$ cat config.mk
export PLATFORM = sky130hd
export DESIGN_NAME = sdcmd_tracker
export DESIGN_NICKNAME = d
export VERILOG_FILES = /design/src/rtl/sdcmd_pkg.sv /design/src/rtl/sdcmd_decode.sv /design/src/rtl/sdcmd_bank.sv /design/src/rtl/sdcmd_refcnt.sv /design/src/rtl/sdcmd_tracker.sv
export SDC_FILE = /design/constraint.sdc
export NUM_CORES = 1
export LEC_CHECK = 0
export CAP_MARGIN = 20
export CORE_MARGIN = 5
export CORE_UTILIZATION = 55
export CTS_CLUSTER_SIZE = 24
export DETAILED_ROUTE_END_ITERATION = 7
export GPL_TIMING_DRIVEN = 0
export PLACE_DENSITY = 0.81
export SYNTH_ARGS = -nofsm -noshare
export SYNTH_HDL_FRONTEND = slang
export SYNTH_HIERARCHICAL = 1
export SYNTH_SLANG_ARGS = --single-unit
$ cat constraint.sdc
create_clock -name clk -period 3.35 [get_ports clk]
set_input_delay 0.5025 -clock clk [delete_from_list [all_inputs] [get_ports clk]]
set_output_delay 0.5025 -clock clk [all_outputs]
set_load 0.01 [all_outputs]
$ cat src/rtl/sdcmd_pkg.sv
package sdcmd_pkg;

   typedef enum logic [2:0] {
      CMD_IDLE,
      CMD_OPEN,
      CMD_READ,
      CMD_WRITE,
      CMD_CLOSE,
      CMD_REFRESH
   } cmd_e;

   // Strobes are active low: {ras_n, cas_n, we_n}
   function automatic cmd_e decode_strobes(input logic r_n, input logic c_n, input logic w_n);
      case ({r_n, c_n, w_n})
         3'b011:  return CMD_OPEN;
         3'b101:  return CMD_READ;
         3'b100:  return CMD_WRITE;
         3'b010:  return CMD_CLOSE;
         3'b001:  return CMD_REFRESH;
         default: return CMD_IDLE;
      endcase
   endfunction

endpackage

$ cat src/rtl/sdcmd_decode.sv
module sdcmd_decode
   import sdcmd_pkg::*;
(
   input  logic ras_n,
   input  logic cas_n,
   input  logic we_n,
   output cmd_e cmd
);

   always_comb begin
      cmd = decode_strobes(ras_n, cas_n, we_n);
   end

endmodule

$ cat src/rtl/sdcmd_bank.sv
module sdcmd_bank #(
   parameter int T_ACT2COL = 3
) (
   input  logic clk,
   input  logic rst_n,
   input  logic open_i,
   input  logic close_i,
   output logic is_open_o,
   output logic ready_o
);

   logic open_q;

   always_ff @(posedge clk or negedge rst_n) begin
      if (!rst_n)       open_q <= 1'b0;
      else if (open_i)  open_q <= 1'b1;
      else if (close_i) open_q <= 1'b0;
   end

   assign is_open_o = open_q;

   generate
      if (T_ACT2COL > 1) begin : g_timer
         localparam int TW = $clog2(T_ACT2COL);
         logic [TW-1:0] wait_q;

         always_ff @(posedge clk or negedge rst_n) begin
            if (!rst_n)             wait_q <= '0;
            else if (open_i)        wait_q <= TW'(T_ACT2COL - 1);
            else if (close_i)       wait_q <= '0;
            else if (wait_q != '0)  wait_q <= wait_q - TW'(1);
         end

         assign ready_o = open_q && (wait_q == '0);

         // a freshly opened bank is not ready on the next cycle
         assert_wait_after_open_R3: assert property (@(posedge clk) disable iff (!rst_n)
            open_i |=> !ready_o);
      end else begin : g_no_timer
         assign ready_o = open_q;
      end
   endgenerate

   // activate leaves the bank open
   assert_open_after_act_R2: assert property (@(posedge clk) disable iff (!rst_n)
      open_i |=> is_open_o);

   // precharge leaves the bank closed
   assert_closed_after_pre_R6: assert property (@(posedge clk) disable iff (!rst_n)
      (close_i && !open_i) |=> !is_open_o);

endmodule

$ cat src/rtl/sdcmd_refcnt.sv
module sdcmd_refcnt #(
   parameter int BANK_W     = 2,
   parameter int ROW_W      = 12,
   parameter bit BANK_FAST  = 1'b1
) (
   input  logic              clk,
   input  logic              rst_n,
   input  logic              step_i,
   output logic [ROW_W-1:0]  row_o,
   output logic [BANK_W-1:0] bank_o
);

   localparam int CNT_W = ROW_W + BANK_W;

   logic [CNT_W-1:0] cnt_q;

   always_ff @(posedge clk or negedge rst_n) begin
      if (!rst_n)      cnt_q <= '0;
      else if (step_i) cnt_q <= cnt_q + CNT_W'(1);
   end

   generate
      if (BANK_FAST) begin : g_bank_low
         assign bank_o = cnt_q[BANK_W-1:0];
         assign row_o  = cnt_q[CNT_W-1:BANK_W];
      end else begin : g_row_low
         assign row_o  = cnt_q[ROW_W-1:0];
         assign bank_o = cnt_q[CNT_W-1:ROW_W];
      end
   endgenerate

   // each accepted refresh advances the address by one
   assert_step_R8: assert property (@(posedge clk) disable iff (!rst_n)
      step_i |=> cnt_q == $past(cnt_q) + CNT_W'(1));

   // without an accepted refresh the address holds
   assert_hold_R7: assert property (@(posedge clk) disable iff (!rst_n)
      !step_i |=> $stable(cnt_q));

endmodule

$ cat src/rtl/sdcmd_tracker.sv
module sdcmd_tracker
   import sdcmd_pkg::*;
#(
   parameter int NUM_BANKS = 4,
   parameter int ROW_W     = 12,
   parameter int T_ACT2COL = 3,
   parameter bit BANK_FAST = 1'b1,
   localparam int BANK_W   = $clog2(NUM_BANKS)
) (
   input  logic                 clk,
   input  logic                 rst_n,
   input  logic                 ras_n,
   input  logic                 cas_n,
   input  logic                 we_n,
   input  logic [BANK_W-1:0]    bank_sel,
   input  logic                 pre_all,
   output logic                 act_p,
   output logic                 rd_p,
   output logic                 wr_p,
   output logic                 pre_p,
   output logic                 ref_p,
   output logic                 err_p,
   output logic [NUM_BANKS-1:0] bank_open,
   output logic [ROW_W-1:0]     ref_row,
   output logic [BANK_W-1:0]    ref_bank
);

   generate
      if (NUM_BANKS < 2 || (NUM_BANKS & (NUM_BANKS - 1)) != 0) begin : g_bad_banks
         $error("NUM_BANKS must be a power of two, at least 2");
      end
      if (T_ACT2COL < 1) begin : g_bad_delay
         $error("T_ACT2COL must be at least 1");
      end
      if (ROW_W < 1) begin : g_bad_row
         $error("ROW_W must be at least 1");
      end
   endgenerate

   cmd_e                 cmd;
   logic [NUM_BANKS-1:0] ready;
   logic                 sel_open, sel_ready, any_open;
   logic                 act_ok, rd_ok, wr_ok, ref_ok, pre_cmd, bad;

   sdcmd_decode u_dec (
      .ras_n (ras_n),
      .cas_n (cas_n),
      .we_n  (we_n),
      .cmd   (cmd)
   );

   assign sel_open  = bank_open[bank_sel];
   assign sel_ready = ready[bank_sel];
   assign any_open  = |bank_open;

   always_comb begin
      act_ok  = (cmd == CMD_OPEN)    && !sel_open;
      rd_ok   = (cmd == CMD_READ)    && sel_ready;
      wr_ok   = (cmd == CMD_WRITE)   && sel_ready;
      ref_ok  = (cmd == CMD_REFRESH) && !any_open;
      pre_cmd = (cmd == CMD_CLOSE);
      bad     = ((cmd == CMD_OPEN)    && sel_open)
             || ((cmd == CMD_READ)    && !sel_ready)
             || ((cmd == CMD_WRITE)   && !sel_ready)
             || ((cmd == CMD_REFRESH) && any_open);
   end

   generate
      for (genvar b = 0; b < NUM_BANKS; b++) begin : g_bank
         logic hit;
         assign hit = (bank_sel == BANK_W'(b));

         sdcmd_bank #(.T_ACT2COL(T_ACT2COL)) u_bank (
            .clk       (clk),
            .rst_n     (rst_n),
            .open_i    (act_ok && hit),
            .close_i   (pre_cmd && (pre_all || hit)),
            .is_open_o (bank_open[b]),
            .ready_o   (ready[b])
         );
      end
   endgenerate

   sdcmd_refcnt #(
      .BANK_W    (BANK_W),
      .ROW_W     (ROW_W),
      .BANK_FAST (BANK_FAST)
   ) u_ref (
      .clk    (clk),
      .rst_n  (rst_n),
      .step_i (ref_ok),
      .row_o  (ref_row),
      .bank_o (ref_bank)
   );

   always_ff @(posedge clk or negedge rst_n) begin
      if (!rst_n) begin
         act_p <= 1'b0;
         rd_p  <= 1'b0;
         wr_p  <= 1'b0;
         pre_p <= 1'b0;
         ref_p <= 1'b0;
         err_p <= 1'b0;
      end else begin
         act_p <= act_ok;
         rd_p  <= rd_ok;
         wr_p  <= wr_ok;
         pre_p <= pre_cmd;
         ref_p <= ref_ok;
         err_p <= bad;
      end
   end

   // pulses are mutually exclusive
   assert_one_pulse_R10: assert property (@(posedge clk) disable iff (!rst_n)
      $onehot0({act_p, rd_p, wr_p, pre_p, ref_p, err_p}));

   // accepted column commands only target a bank that was open
   assert_col_open_R4: assert property (@(posedge clk) disable iff (!rst_n)
      (rd_p || wr_p) |-> $past(bank_open[bank_sel]));

   // accepted activate only targets a bank that was closed
   assert_act_closed_R2: assert property (@(posedge clk) disable iff (!rst_n)
      act_p |-> !$past(bank_open[bank_sel]));

   // accepted refresh only when all banks were closed
   assert_ref_closed_R7: assert property (@(posedge clk) disable iff (!rst_n)
      ref_p |-> ($past(bank_open) == '0));

   // a precharge with pre_all leaves every bank closed
   assert_pre_all_R6: assert property (@(posedge clk) disable iff (!rst_n)
      (pre_p && $past(pre_all)) |-> (bank_open == '0));

endmodule

==> results of run 1 <==
-- placed cells by master, fill, tap and decap left out, types with 2 or more instances in the layout --
cell type,n
ha_1,5
nor2b_1,2
a21o_1,4
clkbuf_4,5
dfrtp_1,32
mux2_2,2
nor2b_2,2
nor3_1,4
clkbuf_1,2
xor2_2,2
nand4_1,3
xor2_1,6
a31o_1,4
nor2_1,8
nor2b_4,2
clkdlybuf4s50_1,29
nand3_1,4
xnor2_1,9
o21a_1,3
and3_1,2
inv_1,16
nand2_1,6
buf_6,2
nand3b_1,2
nand2b_1,9
and2_1,4
-- routing by layer --
| layer | GRT usage (%) | up-vias | share of wire, % |
|---|---|---|---|
| li1 | - | 565 | - |
| met1 | 17.9 | 590 | 40 |
| met2 | 32.4 | 26 | 53 |
| met3 | 4.96 | 8 | 5.1 |
| met4 | 10.1 | 0 | 2.2 |
| met5 | 0 | - | 0 |
-- cells by family after synthesis --
family                   Yosys count  synth area share, %
AND/OR/NAND/NOR                   58                 22.7
flip-flops                        32                 47.2
buffers and inverters             19                 5.09
XOR/XNOR                          18                 10.6
AO/OA/AOI/OAI                     13                 6.42
adder cells (fa/ha/maj)            5                 3.69
multiplexers                       4                 4.21
-- synthesized netlist by cell type, drive strengths merged --
master	instances
buf	2
or4	1
nand4	4
xor2	8
a21o	4
nor2	10
nand2b	10
o311ai	1
clkbuf	1
mux2	2
nor2b	6
and2b	1
or2	1
dfrtp	32
nand3	4
nand3b	3
a21oi	1
ha	5
o21a	3
a31o	4
and2	4
nor3	5
and4	1
inv	16
nand2	6
mux4	2
and3	2
xnor2	10
-- registers in the layout, indices dropped and copies added, names as in the netlist --
name / flops
u_ref/cnt_q: 14
g_bank.u_bank/g_timer.wait_q: 8
g_bank.u_bank/is_open_o: 4
act_p: 1
err_p: 1
pre_p: 1
rd_p: 1
ref_p: 1
wr_p: 1
-- where the power goes --
group | switching, mW | total [mW] | internal (mW)
clock | 0.128 | 0.285 | 0.156
combinational | 0.204 | 0.464 | 0.259
sequential | 0.0740 | 0.550 | 0.476
-- area by class of cell --
class / instances / area share [%]
tap: 33 / 1.94
timing repair buffer: 30 / 14.9
clock inverter: 2 / 1.64
buffer: 3 / 1.23
inverter: 16 / 2.82
sequential: 32 / 37.6
multi-input combinational: 98 / 37.9
clock buffer: 6 / 1.94
-- through the flow --
stage / hold WS (ns) / std cells / util (%) / setup slack (ns) / area, um2
6_report: 0.474 / 220 / 71.0 / 0.732 / 2130
2_1_floorplan: 0.207 / 149 / - / 1.19 / 1700
5_1_grt: 0.489 / 220 / 71.0 / 0.606 / 2130
3_5_place_dp: 0.462 / 212 / 68.4 / 0.388 / 2050
4_1_cts: 0.480 / 220 / 71.0 / 0.748 / 2130
3_3_place_gp: 0.461 / 211 / 67.5 / 0.526 / 2030
-- worst max-delay path by stage --
stage,slack (ns),end,from,cells after the start
floorplan,1.19,u_ref/cnt_q[10],g_bank[1].u_bank/is_open_o,6
global placement,0.53,u_ref/cnt_q[10],ras_n,9
detailed placement,0.39,u_ref/cnt_q[9],ras_n,9
CTS,0.75,u_ref/cnt_q[9],ras_n,9
global route,0.61,u_ref/cnt_q[9],ras_n,9
finish,0.73,u_ref/cnt_q[9],ras_n,9
-- worst max-delay path: cells and delay by family --
kind	cells	cell delay [ns]
AND/OR/NAND/NOR	6	1.43
buffers and inverters	1	0.50
multiplexers	1	0.24
XOR/XNOR	1	0.16
==> flow_summary_export.csv, run 1 <==
group,metric,value,unit
detailed_routing,viasPerCell,5.40,
setup_path,worstPathArrival,2.85,ns
yosys,yosysWarnings,6,
power,p_per_area,610,nW/um2
die,rows,20,
finish,multi_input_area,808,um2
detailed_routing,wire_per_inst,14.7,um
finish,area_growth,25.7,%
sta,tns,0,ns
die,coreArea,3000,um2
sta,worst_pin_slew,0.716,ns
sta,rsz0062_at_grt,"no",
setup_path,cp-end-kind,"register",
setup_path,cp_common_cell,"nor2_1",
yosys,ys_ff_latch,32,
detailed_routing,wirelength,3.24,mm
setup_path,r2r_start,"g_bank[1].u_bank/is_open_o",
place,hpwl,2.57,mm
sta,maxSlewViolCount,0,
yosys,syn_area,1700,um2
yosys,syn_inst,149,
setup_path,ff2ff_setup_slack,0.93,ns
sta,hold_viol_final,0,
place,gp_congestion,0.742,
status,outcome,"completed",
detailed_routing,ant_nets,0,
setup_path,slowest_delay,0.50,ns
setup_path,crit_chain,"clkdlybuf4s50_1 -> nor2b_4 -> mux2_2 -> nand3b_1 -> nor2_1 -> nand4_2 -> nor2_1 -> nand4_1 -> xnor2_1",
die,dieArea,4290,um2
detailed_routing,first_pass_iters,4,
detailed_routing,drtIter0Drc,43,
min_path,holdPathEnd,"u_ref/cnt_q[13]",
global_routing,grt_util_all_layers,17.8,%
cts,clk_latency,0.33,ns
die,fp.dieH,65.5,um
finish,ff_latch_area,801,um2
min_path,holdPathStages,1,
power,p_total,1.30,mW
setup_path,slowest_stage,"clkdlybuf4s50_1",
sta,period_needed,2.62,ns
cts,htree_levels,2,
setup_path,worst_ep_required_time,3.58,ns
yosys,synth_top_cell_by_area,"dfrtp_1",
global_routing,grt_pass1_wl,5.66,mm
cts,clkTransAtPathRegs,0.09,ns
cts,cts_setup_buffers,0,
cts,root_buffer,"clkbuf_4",
setup_path,r2r-end,"u_ref/cnt_q[9]",
die,io_pins,32,
yosys,synth.avg_cell_area,11.4,um2
min_path,min_from,"u_ref/cnt_q[13]",
detailed_routing,drc,0,
sta,setup_violations,0,
finish,drive_gt1_share,15.5,%
yosys,synthDistinctLibCells,39,
cts,tritoncts,"yes",
sta,fmax,382,MHz
min_path,hp-class,"reg2reg",
yosys,synth_top_cell_area_share,47.2,%
detailed_routing,dr_total_vias,1189,
global_routing,grt_start_max_net_pins,21,
setup_path,critPathMaxFanout,7,
cts,ctsLongestPathBuffers,2,
cts,cts.repair.resized,0,
power,ir_drop,0.436,mV
global_routing,antenna_found_initial,0,
global_routing,grt_pass1_vias,1284,
cts,cts_buffers,5,
cts,cts_sinks,32,
setup_path,r2r_cells,6,
yosys,ys_seq_area_share,47.2,%
yosys,syn_nets,162,
sta,finalClockSkew,0.00426,ns
finish,nFillCells,233,
global_routing,grt_overflow_total,0,
power,leakagePower,1.01,nW
cts,hold_buffers,0,
flow_run,cap_violations,0,
setup_path,startpoint_type,"input pin",
die,die_w,65.5,um
sta,fin_crit_sh,78.2,%
finish,diodes,0,
sta,relSlewSlack,52.1,%
place,io_buffers,29,
setup_path,criticalPathCategory,"in2reg",
finish,nets,199,
die,start_util,56.5,%
yosys,ys_top_cells_by_area,"dfrtp_1 47%, xnor2_1 4.6%, ha_1 3.7%",
Note: power is estimated with default switching activity, not from simulation.
==> inputs of run 2 (changes only) <==
--- a/config.mk
+++ b/config.mk
@@ -7,11 +7,11 @@
 export LEC_CHECK = 0
 export CAP_MARGIN = 20
 export CORE_MARGIN = 5
-export CORE_UTILIZATION = 55
+export CORE_UTILIZATION = 46
 export CTS_CLUSTER_SIZE = 24
 export DETAILED_ROUTE_END_ITERATION = 7
 export GPL_TIMING_DRIVEN = 0
-export PLACE_DENSITY = 0.81
+export PLACE_DENSITY = 0.72
 export SYNTH_ARGS = -nofsm -noshare
 export SYNTH_HDL_FRONTEND = slang
 export SYNTH_HIERARCHICAL = 1
==> constraint.sdc (replaced) <==
create_clock -name clk -period 2.1 [get_ports clk]
set_input_delay 0.315 -clock clk [delete_from_list [all_inputs] [get_ports clk]]
set_output_delay 0.315 -clock clk [all_outputs]
set_load 0.01 [all_outputs]
==> flow_summary_export.csv, run 2 (synthesis results as in run 1) <==
group,metric,value,unit
sta,tns,0,ns
setup_path,startpoint_type,"register",
finish,drive_gt1_share,19.6,%
finish,largest_reg_flops,14,
detailed_routing,wirelength,2.96,mm
flow_run,cap_violations,0,
setup_path,slowest_stage,"or4_4",
cts,tritoncts,"yes",
die,io_pins,32,
place,gp_congestion,0.788,
cts,clk_latency,0.28,ns
finish,nets,201,
detailed_routing,dr_total_vias,1170,
die,rows,22,
finish,diodes,0,
sta,maxSlewViolCount,0,
global_routing,grt_util_met1,16.0,%
cts,clkTransAtPathRegs,0.07,ns
setup_path,r2r_cells,6,
place,io_buffers,29,
global_routing,grt_pass1_vias,1191,
sta,fmax,498,MHz
power,p_per_area,993,nW/um2
sta,finalClockSkew,0.00590,ns
detailed_routing,first_pass_iters,4,
die,fp.dieH,70.7,um
finish,final_common_cell,"dfrtp_1",
sta,period_needed,2.01,ns
global_routing,grt_overflow_total,0,
die,dieArea,5000,um2
min_path,holdPathStages,3,
detailed_routing,ant_nets,0,
min_path,hp-class,"in2reg",
cts,htree_levels,2,
die,start_util,47.0,%
global_routing,grt_pass1_wl,5.26,mm
finish,layout_common_cells,"32 x dfrtp_1, 28 x clkdlybuf4s50_1, 16 x inv_1, 9 x nand2b_1, 9 x xnor2_1",
power,leakagePower,1.04,nW
finish,area_growth,30.5,%
global_routing,grt-busiest-layer,"met2",
global_routing,grt_start_max_net_pins,22,
setup_path,critPathMaxFanout,5,
setup_path,cp-end-kind,"register",
detailed_routing,drc,0,
setup_path,worstPathArrival,2.18,ns
setup_path,ff2ff_setup_slack,0.09,ns
sta,rsz0062_at_grt,"no",
die,die_w,70.7,um
detailed_routing,wire_per_inst,12.5,um
cts,cts_sinks,32,
detailed_routing,viasPerCell,4.94,
sta,worst_slack,0.0927,ns
finish,nFillCells,288,
status,outcome,"completed",
finish,largest_register,"u_ref/cnt_q",
setup_path,crit_chain,"or4_4 -> nor2_4 -> nand4_2 -> or2_4 -> nand2b_4 -> xnor2_2",
cts,root_buffer,"clkbuf_8",
detailed_routing,drtIter0Drc,35,
setup_path,criticalPathCategory,"reg2reg",
setup_path,slowest_delay,0.58,ns
global_routing,grt_util_met2,21.7,%
sta,hold_viol_final,0,
sta,relSlewSlack,60.9,%
sta,setup_violations,0,
global_routing,grt_util_all_layers,13.3,%
power,ir_drop,0.634,mV
sta,fin_crit_sh,95.6,%
place,pre_cts_ws,-0.463,ns
cts,hold_buffers,0,
setup_path,worst_ep_required_time,2.27,ns
global_routing,antenna_found_initial,0,
cts,ctsLongestPathBuffers,2,
place,hpwl,2.24,mm
die,coreArea,3610,um2
global_routing,met3_usage,3.84,%
sta,worst_pin_slew,0.585,ns
cts,cts_buffers,5,
-- run 2: changes by cell type in the layout (fill, tap and decap cells not counted), sizes merged --
| cell | previous run | this run |
|---|---|---|
| dlymetal6s2s | 0 | 1 |
| clkdlybuf4s50 | 29 | 28 |
| buf | 3 | 5 |
| clkbuf | 7 | 6 |
| clkinvlp | 0 | 1 |
-- run 2: area by class of cell --
cell class              instances  area (um2)  area share (%)
multi-input cells              98         831            37.6
plain buffers                   3        26.3            1.19
clock inverters                 3        42.5            1.92
clock buffers                   5        68.8            3.11
flip-flops and latches         32         801            36.2
well taps                      48        60.1            2.71
inverters                      16        60.1            2.71
repair buffers                 32         323            14.6
-- run 2: final timing paths --
path,from,endpoint
max,g_bank[1].u_bank/is_open_o,u_ref/cnt_q[10]
min in group asynchronous,rst_n,u_ref/cnt_q[8]
max reg2reg,g_bank[1].u_bank/is_open_o,u_ref/cnt_q[10]
max in group asynchronous,rst_n,g_bank[3].u_bank/g_timer.wait_q[0]
min reg2reg,u_ref/cnt_q[13],u_ref/cnt_q[13]
min,bank_sel[0],g_bank[0].u_bank/is_open_o
-- run 2: worst max-delay path, delay by kind of cell (launching register included) --
family	cells	cell delay [ns]
AND/OR/NAND/NOR	5	1.35
flip-flops	1	0.43
XOR/XNOR	1	0.12
-- run 2: where the power goes --
| part | total (mW) | internal [mW] | switching [mW] |
|---|---|---|---|
| clock network | 0.578 | 0.351 | 0.227 |
| registers | 0.874 | 0.761 | 0.113 |
| logic | 0.744 | 0.420 | 0.324 |
-- run 2: metal layers --
metal,part of all wire [%],vias to the layer above
met5,0,-
met4,1.7,0
met3,5.4,4
met2,48,23
met1,45,573
li1,-,570
-- run 2: per-stage QoR --
| step | power (mW) | utilization (%) | area, um2 | hold WS [ns] | cells |
|---|---|---|---|---|---|
| finish | 2.20 | 61.3 | 2210 | 0.380 | 237 |
| global route | 2.37 | 61.3 | 2210 | 0.385 | 237 |
| CTS | 2.22 | 61.1 | 2200 | 0.373 | 237 |
| detailed placement | 1.62 | 57.2 | 2060 | 0.463 | 227 |
| global placement | 1.57 | 56.8 | 2050 | 0.463 | 226 |
| floorplan | 1.36 | - | 1700 | 0.0194 | 149 |
-- run 2: repair_timing --
action                                  in CTS  in global routing
resized for setup                            4                  3
pin swaps                                    1                  1
endpoints found under the setup margin       8                  8
gates cloned                                 0                  0
buffers inserted                             2                  0
==> inputs of run 3 (changes only) <==
--- a/config.mk
+++ b/config.mk
@@ -6,12 +6,14 @@
 export NUM_CORES = 1
 export LEC_CHECK = 0
 export CAP_MARGIN = 20
+export CELL_PAD_IN_SITES_DETAIL_PLACEMENT = 0
+export CELL_PAD_IN_SITES_GLOBAL_PLACEMENT = 1
 export CORE_MARGIN = 5
-export CORE_UTILIZATION = 46
-export CTS_CLUSTER_SIZE = 24
+export CORE_UTILIZATION = 36
+export CTS_CLUSTER_SIZE = 25
 export DETAILED_ROUTE_END_ITERATION = 7
 export GPL_TIMING_DRIVEN = 0
-export PLACE_DENSITY = 0.72
+export PLACE_DENSITY = 0.71
 export SYNTH_ARGS = -nofsm -noshare
 export SYNTH_HDL_FRONTEND = slang
 export SYNTH_HIERARCHICAL = 1
==> flow_summary_export.csv, run 3 (synthesis results as in run 1) <==
group,metric,value,unit
detailed_routing,ant_nets,0,
detailed_routing,wirelength,3.26,mm
sta,maxSlewViolCount,0,
sta,worst_slack,0.0683,ns
die,coreArea,4660,um2
setup_path,ff2ff_setup_slack,0.14,ns
min_path,hp-class,"in2async",
detailed_routing,wire_per_inst,13.5,um
flow_run,cap_violations,0,
detailed_routing,drc,0,
finish,largest_reg_flops,14,
sta,fin_crit_sh,96.7,%
die,rows,25,
setup_path,critPathMaxFanout,5,
global_routing,grt_pass1_wl,5.56,mm
power,leakagePower,1.04,nW
setup_path,criticalPathCategory,"in2reg",
power,p_per_area,1000,nW/um2
place,pre_cts_ws,-0.513,ns
cts,tritoncts,"yes",
finish,drive_gt1_share,19.1,%
power,p_total,2.20,mW
detailed_routing,dr_total_vias,1161,
finish,final_common_cell,"dfrtp_1",
setup_path,cp-end-kind,"register",
die,io_pins,32,
finish,stdcell_area,2200,um2
global_routing,grt_util_met1,13.0,%
sta,fmax,492,MHz
setup_path,r2r-end,"u_ref/cnt_q[10]",
die,dieArea,6180,um2
sta,setup_violations,0,
power,ir_drop,0.456,mV
global_routing,met3_usage,5.39,%
status,outcome,"completed",
cts,cts_sinks,32,
cts,htree_levels,2,
finish,diodes,0,
global_routing,grt-busiest-layer,"met2",
place,io_buffers,29,
sta,period_needed,2.03,ns
place,dpl_cell_area,2050,um2
setup_path,worst_ep_required_time,2.26,ns
global_routing,antenna_found_initial,0,
setup_path,startpoint_type,"input pin",
cts,clk_latency,0.28,ns
sta,hold_viol_final,0,
setup_path,r2r_start,"g_bank[1].u_bank/is_open_o",
global_routing,grt_overflow_total,0,
sta,finalClockSkew,0.00633,ns
global_routing,grt_util_met2,20.1,%
global_routing,grt_pass1_vias,1233,
cts,root_buffer,"clkbuf_8",
cts,ctsLongestPathBuffers,2,
cts,cts_buffers,5,
cts,hold_buffers,0,
sta,tns,0,ns
detailed_routing,first_pass_iters,4,
place,hpwl,2.43,mm
finish,layout_common_cells,"32 x dfrtp_1, 27 x clkdlybuf4s50_1, 16 x inv_1, 9 x nand2b_1, 9 x xnor2_1",
finish,utilization,47.1,%
cts,clkTransAtPathRegs,0.07,ns
finish,largest_register,"u_ref/cnt_q",
die,die_w,78.6,um
die,start_util,36.4,%
finish,nets,200,
sta,relSlewSlack,52.5,%
global_routing,grt_util_all_layers,11.8,%
place,gp_congestion,0.767,
sta,worst_pin_slew,0.712,ns
global_routing,grt_start_max_net_pins,33,
setup_path,worstPathArrival,2.19,ns
finish,area_growth,29.6,%
detailed_routing,drtIter0Drc,60,
detailed_routing,viasPerCell,4.80,
setup_path,r2r_cells,6,
die,fp.dieH,78.6,um
[run 3: cell types whose count changed in the layout (fill, tap and decap cells not counted), sizes merged]
cell	previous run	this run
clkinvlp	1	0
buf	5	6
clkdlybuf4s50	28	27
[run 3: worst max-delay path: stages]
cell             delay, ns
clkdlybuf4s50_1       0.52
nor2b_4               0.17
mux2_4                0.20
nand3b_1              0.14
nor2_4                0.13
nand4_2               0.14
or2_4                 0.30
nand2b_4              0.16
xnor2_2               0.13
[run 3: worst max-delay path by stage]
stage                                          start               to  slack (ns)  cells past startpoint
final                                          ras_n  u_ref/cnt_q[10]        0.07                      9
after global routing                           ras_n  u_ref/cnt_q[10]       -0.02                      9
after CTS                                      cas_n  u_ref/cnt_q[10]        0.01                      9
after detailed placement                       cas_n  u_ref/cnt_q[10]       -0.51                      9
after global placement                         ras_n  u_ref/cnt_q[10]       -0.42                      9
after floorplan           g_bank[1].u_bank/is_open_o  u_ref/cnt_q[10]        0.02                      6
[run 3: report_power, final]
part           switching (mW)  leakage (nW)  internal [mW]  total, mW
clock network           0.220        0.0552          0.352      0.572
registers               0.115         0.418          0.761      0.876
logic                   0.333         0.563          0.421      0.754
total                   0.668          1.04           1.53       2.20
[run 3: layer usage]
layer  wire length (um)  part of all wire [%]
met5                  0                     0
met1               1340                    41
met3                212                   6.5
met2               1670                    51
met4                 42                   1.3
[run 3: repair_timing]
item                                    CTS  global route
endpoints found under the setup margin    8             6
setup buffers                             2             1
gates cloned                              0             0
pin swaps                                 1             4
gates resized for setup                   4             2
[run 3: layout make-up]
type / instances / area, um2
timing repair buffer: 32 / 310
clock inverter: 2 / 35.0
fill: 428 / 2460
inverter: 16 / 60.1
buffer: 2 / 22.5
clock buffer: 6 / 72.6
sequential: 32 / 801
tap: 54 / 67.6
multi-input combinational: 98 / 828
[run 3: through the flow]
stage / std cells / hold slack [ns]
2_1_floorplan: 149 / 0.0194
3_3_place_gp: 232 / 0.460
3_5_place_dp: 232 / 0.410
4_1_cts: 242 / 0.106
5_1_grt: 242 / 0.144
6_report: 242 / 0.0778
